`config.mk`:
```
export PLATFORM = sky130hd
export DESIGN_NAME = async_addr_rx
export DESIGN_NICKNAME = d
export VERILOG_FILES = /design/src/rtl/async_addr_rx.sv
export SDC_FILE = /design/constraint.sdc
export NUM_CORES = 1
export LEC_CHECK = 0
export BUFFER_PORTS_ARGS = -buffer_cell sky130_fd_sc_hd__buf_2
export CAP_MARGIN = 0
export CELL_PAD_IN_SITES_DETAIL_PLACEMENT = 1
export CELL_PAD_IN_SITES_GLOBAL_PLACEMENT = 1
export CORE_UTILIZATION = 35
export DETAILED_ROUTE_END_ITERATION = 7
export PLACE_DENSITY = 0.7
export RECOVER_POWER = 50
export SLEW_MARGIN = 20
export SYNTH_ARGS = -nofsm -noshare
export SYNTH_HDL_FRONTEND = slang
export SYNTH_SLANG_ARGS = --single-unit
```
`constraint.sdc`:
```
create_clock -name clk -period 1.5 [get_ports clk]
set_input_delay 0.15 -clock clk [delete_from_list [all_inputs] [get_ports clk]]
set_output_delay 0.15 -clock clk [all_outputs]
set_load 0.02 [all_outputs]
```
`src/rtl/async_addr_rx.sv`:
```
module async_addr_rx #(
  parameter int OVERSAMPLE = 16
) (
  input  logic       clk,
  input  logic       rst_n,
  input  logic       baud_tick,
  input  logic       rx_in,
  input  logic       port_en,
  input  logic       nine_bit,
  input  logic       cont_en,
  input  logic       addr_filt,
  input  logic       rd_strobe,
  output logic [7:0] rx_data,
  output logic       rx_bit9,
  output logic       rx_ready,
  output logic       frame_err,
  output logic       overrun
);
  localparam int CW = $clog2(OVERSAMPLE);
  localparam logic [CW-1:0] MID  = CW'(OVERSAMPLE / 2 - 1);
  localparam logic [CW-1:0] LAST = CW'(OVERSAMPLE - 1);

  typedef enum logic [1:0] {S_IDLE, S_START, S_DATA, S_STOP} st_t;

  st_t           st;
  logic [CW-1:0] cnt;
  logic [3:0]    idx;
  logic [8:0]    sh;
  logic          rx_m, rx_s;
  logic          done, stop_bit;

  wire       active   = port_en & cont_en;
  wire [3:0] last_idx = nine_bit ? 4'd8 : 4'd7;
  wire [7:0] f_data   = nine_bit ? sh[7:0] : sh[8:1];
  wire       f_b9     = nine_bit & sh[8];
  wire       keep     = !(nine_bit && addr_filt && !f_b9);
  wire       accept   = done && active && keep && !overrun;
  wire       load     = accept && !rx_ready;
  wire       ovr_set  = accept && rx_ready;

  always_ff @(posedge clk or negedge rst_n) begin
    if (!rst_n) begin
      rx_m <= 1'b1;
      rx_s <= 1'b1;
    end else begin
      rx_m <= rx_in;
      rx_s <= rx_m;
    end
  end

  always_ff @(posedge clk or negedge rst_n) begin
    if (!rst_n) begin
      st       <= S_IDLE;
      cnt      <= '0;
      idx      <= '0;
      sh       <= '0;
      done     <= 1'b0;
      stop_bit <= 1'b1;
    end else begin
      done <= 1'b0;
      if (!active) begin
        st  <= S_IDLE;
        cnt <= '0;
      end else if (baud_tick) begin
        case (st)
          S_IDLE: if (!rx_s) begin
            st  <= S_START;
            cnt <= '0;
          end
          S_START: if (cnt == MID) begin
            cnt <= '0;
            idx <= '0;
            st  <= rx_s ? S_IDLE : S_DATA;
          end else begin
            cnt <= cnt + 1'b1;
          end
          S_DATA: if (cnt == LAST) begin
            cnt <= '0;
            sh  <= {rx_s, sh[8:1]};
            idx <= idx + 1'b1;
            if (idx == last_idx) st <= S_STOP;
          end else begin
            cnt <= cnt + 1'b1;
          end
          S_STOP: if (cnt == LAST) begin
            cnt      <= '0;
            stop_bit <= rx_s;
            done     <= 1'b1;
            st       <= S_IDLE;
          end else begin
            cnt <= cnt + 1'b1;
          end
          default: st <= S_IDLE;
        endcase
      end
    end
  end

  always_ff @(posedge clk or negedge rst_n) begin
    if (!rst_n) begin
      rx_ready  <= 1'b0;
      frame_err <= 1'b0;
      overrun   <= 1'b0;
    end else begin
      if (load) rx_ready <= 1'b1;
      else if (rd_strobe) rx_ready <= 1'b0;
      if (load) frame_err <= !stop_bit;
      if (!cont_en) overrun <= 1'b0;
      else if (ovr_set) overrun <= 1'b1;
    end
  end

  always_ff @(posedge clk) begin
    if (load) begin
      rx_data <= f_data;
      rx_bit9 <= f_b9;
    end
  end

  assert_ready_needs_enable_R4: assert property (@(posedge clk) disable iff (!rst_n)
    $rose(rx_ready) |-> $past(port_en && cont_en));
  assert_filter_passes_address_R6: assert property (@(posedge clk) disable iff (!rst_n)
    $rose(rx_ready) && $past(nine_bit && addr_filt) |-> rx_bit9);
  assert_eight_bit_no_ninth_R2: assert property (@(posedge clk) disable iff (!rst_n)
    $rose(rx_ready) && !$past(nine_bit) |-> !rx_bit9);
  assert_overrun_on_full_R9: assert property (@(posedge clk) disable iff (!rst_n)
    $rose(overrun) |-> $past(rx_ready));
  assert_overrun_freezes_data_R9: assert property (@(posedge clk) disable iff (!rst_n)
    $past(overrun) |-> $stable(rx_data) && !$rose(rx_ready));
  assert_overrun_clear_R10: assert property (@(posedge clk) disable iff (!rst_n)
    $fell(overrun) |-> !$past(cont_en));
endmodule

```
### Word-level counts from Yosys, hierarchy flattened

Cells that the tools add are included.

* input bits: 9
* word-level logic and storage cells: 81
* output and inout port bits: 12
* register bits: 35

* bitwise operators: 2
* eq/ne operators: 15
* muxes and demuxes: 28
* reduce and logical (&&, ||, !) cells: 21
* $add $sub $neg: 2

Operators with widths (number)
* $mux W4: 8
* $mux W2: 8
* $ne A3 B3 Y1 const B: 5
* $pmux W4 S3: 1
* $add A4 B1 Y4 const B: 2
* $mux W1: 8
* $mux W8: 1
* $pmux W2 S4: 1
* $pmux W4 S2: 1
* $reduce_and A4 Y1: 2
* $logic_and A1 B1 Y1: 7
* $ne A2 B2 Y1 const B: 3
* $reduce_and A6 Y1: 1
* $logic_not A1 Y1: 5
* $reduce_and A5 Y1: 1
* $eq A2 B2 Y1 const B: 2
* $eq A4 B3 Y1 const B: 1
* $eq A4 B4 Y1: 1
* $eq A4 B4 Y1 const B: 1
* $reduce_bool A2 Y1: 2
* $and A1 B1 Y1: 2
* $eq A2 B1 Y1 const B: 1
* $logic_not A2 Y1: 1
* $ne A2 B1 Y1 const B: 1
* other kinds (2): 2

### Depth between registers and ports, before layout

* word-level depth: 9
* mapped depth: 5
* gate-level depth less buffers: 5

### Least setup slack after synthesis

Ideal clock, no wire load.

* path kind: reg-to-reg
* start: register cnt[0]
* end: register idx[0]
* cell stages (with the launch flop): 6
* setup time: 0.121 ns
* clock period less this slack: 1.572 ns
* data arrival time: 1.451 ns
* path buffers: 0
* data required time: 1.379 ns
* path slack: -0.072 ns
* path through: dfrtp_1 -> ha_1 -> and2_1 -> and4_1 -> mux2_2 -> a22o_1

* longest elaborated chain between the ends: 3
* elaborated cells on any way between the ends: 5
* classes of those cells: eq/ne (4); reduce/logical (1)

RTL lines
* start, declared: RTL line 26 `logic [CW-1:0] cnt;`
* start signal, assigned: RTL line 75 `cnt <= cnt + 1'b1;`
* start signal, assigned: RTL line 83 `cnt <= cnt + 1'b1;`
* start signal, assigned: RTL line 91 `cnt <= cnt + 1'b1;`
* $eq A4 B4 Y1 or $eq A4 B3 Y1 (tied branches): RTL line 77, 70
* $ne A2 B2 Y1 (no line)
* $reduce_and A5 Y1 (no line) (*)
* end signal, assigned: RTL line 80 `idx <= idx + 1'b1;`
* end, declared: RTL line 27 `logic [3:0] idx;`

Every way passes the cells marked *; elsewhere a longest branch is shown, timed or not.
A chain may end at the register's enable or synchronous reset.

### Final worst setup path

* start: register cnt[1]
* end: register sh[5]

* longest elaborated chain between the ends: 2

RTL lines
* $eq A4 B4 Y1: RTL line 77 `S_DATA: if (cnt == LAST) begin`
* $reduce_and A4 Y1 (no line)
* end signal, assigned: RTL line 79 `sh <= {rx_s, sh[8:1]};`
* end, declared: RTL line 28 `logic [8:0] sh;`

Every way passes these cells.

==> results.md <==
- Initial Utilization: 36.26%
- GPL Wtd Cong: 0.8138
- Pre-CTS setup slack: -47.99 ps
- Clock skew: 3.636 ps
- Status: complete, but fails checks
- Cells after Synth: 135
- Most frequent cell after synthesis: dfrtp_1
- Final Instance Area: 2155 um2
- Final hold vios: 0
- Die area: 5178 um2
- Number of vias per cell: 5.028
- Die height: 71.96 um
- Initial antenna violation count: 0
- Seq cells post-synth: 35
- Fin crit share: 100.4%
- Max-cap violations: 0
- Setup bufs post-CTS: 0
- I/O pin count: 21
- LEAKAGE: 0.9187 nW
- Cell taking the most area after synthesis: dfrtp_1
- Clk Latency, worst-skew pair: 280 ps
- Clock Tree Buf Depth: 2
- Synth top area share: 33.60%
- Synth area leaders: dfrtp_1 (34%), edfxtp_1 (16%), mux2_4 (7.9%), mux2_2 (6.6%), dfstp_2 (4.6%)
- RSZ-0062 raised after global routing: true
- Largest net degree at the start of global routing: 27
- Slew headroom: 52.31%
- Netlist cell types: 45
- Worst-path fanout max: 5
- Syn_nets: 146
- Die Width: 71.96 um
- P&R area growth vs syn: 25.79%
- All-Layer GR Usage: 16.93%
- Arr. time, crit path: 1670 ps
- ANT cells: 0
- Share of cells above drive strength 1: 47.25%
- CTS tree: built
- Crit path required time: 1660 ps
- Syn. warnings: 0
- DRC violations left: 0
- Pwr/cell area: 795.8 nW/um2
- Final nets: 192
- Synthesized area: 1713 um2
- Core Footprint: 4723 um2
- Dpl cells: 238
- Top cells by count, synth: dfrtp_1 (23), mux2_2 (10), edfxtp_1 (9), mux2_4 (9), o21ai_0 (9)
- Post-route insts no fill: 249
- Post-synth EDFFs: 9
- Worst Tran Pin Value: 715.3 ps
- Gr ovfl total: 0
- Min-Delay Path Class: primary input to flop
- Startpoint types: flop
- Kind of critical path: flop to flop
- Row count: 25
- Min setup slack post-route: -6.298 ps
- CTS buffer count: 5
- Family with the most delay on the worst path: simple AND/OR/NAND/NOR gates
- Routed wire length: 3.945 mm
- Crit-path cells: ha_2, and4b_4, and3_4, mux2_4
- Num Clock Sinks: 35
- Port buffer count: 20
- WP buf/inv: 0
- Total iterations of the first detailed-routing run: 4
- Vias: 1252
- VDD IR max: 0.3404 mV
- Crit end category: flop
- Minimum period implied by the final worst setup slack: 1506 ps
- First-pass GRT wire length: 6.630 mm
- Root Driver: clkbuf_8
- Slowest-stage cell, CP: dfrtp_1
- Initial DRC Count: 32
- Slew Limit Fails: 0
- Post-DR wirelength/cell: 15.84 um
- Failing checks: negative setup slack
- Post-route ant nets: 0
- Vias in the first global route: 1413
- Max frequency: 0.6639 GHz
- Placed Area: 2007 um2
- Mean Syn Cell Area: 12.69 um2
- Post-synthesis sequential area ratio: 53.98%
- Endpoints failing setup: 4
- Dpl hpwl: 2.942 mm
- Reg clk slew, reported paths: 70 ps
- CP max stage delay: 360 ps
- H-tree depth: 2
- Synth Flop Type: dfrtp_1
- Async S/R FF share, synth: 74.29%
-- worst register-to-register path, stage by stage (launching register included) --
cell,delay [ps]
dfrtp_1,360
ha_2,220
and4b_4,260
and3_4,250
mux2_4,310
-- area by class of cell --
cell class	count	area (um2)
fillers	520	2569
flip-flops and latches	35	925.9
inverters	8	33.78
repair buffers	43	274.0
clock inverters	2	8.758
multi-input cells	88	755.7
clock buffers	6	72.57
well taps	67	83.83
-- layer usage --
layer / routed length (um) / vias to the layer above / GRT usage [%] / share of wire [%]
met1: 1644 / 634 / 18.89 / 42
li1: - / 590 / - / -
met4: 51 / 0 / 5.882 / 1.3
met2: 2130 / 22 / 31.34 / 54
met5: 0 / - / 0 / 0
met3: 120 / 6 / 4.167 / 3.0
-- final timing paths --
path,to,cells after the start,slack (ps),startpoint
max,sh[5],4,-6,cnt[1]
min,rx_ready,2,70,rd_strobe
max reg2reg,sh[5],4,-6,cnt[1]
min reg2reg,rx_s,0,360,rx_m
max in group asynchronous,st[1],2,540,rst_n
min in group asynchronous,sh[1],2,460,rst_n
-- repair_timing --
action | in CTS | in global routing
resized for setup | 4 | 8
endpoints found under the hold margin | 24 | 0
gates cloned | 1 | 0
pin swaps | 1 | 2
setup endpoints to repair | 21 | 16
hold buffers | 2 | 0
-- stage by stage --
stage	power [mW]	setup TNS (ps)	hold slack, ps	util, %
after CTS	1.742	-60.75	56.35	45.06
after global routing	1.790	-722.3	88.37	45.62
after floorplan	1.033	-395.9	-145.6	-
after detailed placement	1.096	-492.3	210.5	42.49
after global placement	1.090	-71.87	191.7	42.49
final	1.715	-13.72	67.54	45.62
-- registers in the layout (all words and copies together), names as in the netlist --
signal	cells
sh	9
rx_data	8
cnt	4
idx	4
st	2
done	1
frame_err	1
overrun	1
rx_bit9	1
rx_m	1
rx_ready	1
rx_s	1
stop_bit	1
-- layout by cell type (no fill, tap or decap), types with 3 or more instances in the layout --
cell / Yosys / layout
edfxtp_1: 9 / 9
nand2_1: 6 / 6
inv_1: 8 / 7
dfrtp_1: 23 / 22
buf_4: 2 / 20
nand3_1: 7 / 7
mux2_2: 10 / 10
nor2_1: 5 / 5
o21ai_0: 9 / 8
a211oi_2: 0 / 3
mux2_4: 9 / 10
dfstp_2: 3 / 3
buf_2: 0 / 19
clkbuf_8: 0 / 5
-- power by group --
part | switching [mW] | internal [mW]
clock | 0.314 | 0.319
sequential | 0.00355 | 0.980
combinational | 0.0568 | 0.0411
total | 0.374 | 1.34
-- logic make-up (layout without fill, tap and decap cells) --
kind of cell	count (synthesis)	count (layout)	share of synthesized area [%]
compound gates	28	28	10.74
xor+xnor	1	1	0.5114
fa+ha+maj	2	2	1.461
buf+inv	13	59	4.675
flops	35	35	53.98
mux	22	22	16.29
simple gates	34	35	12.35
Power figures use the tool's default switching activity.
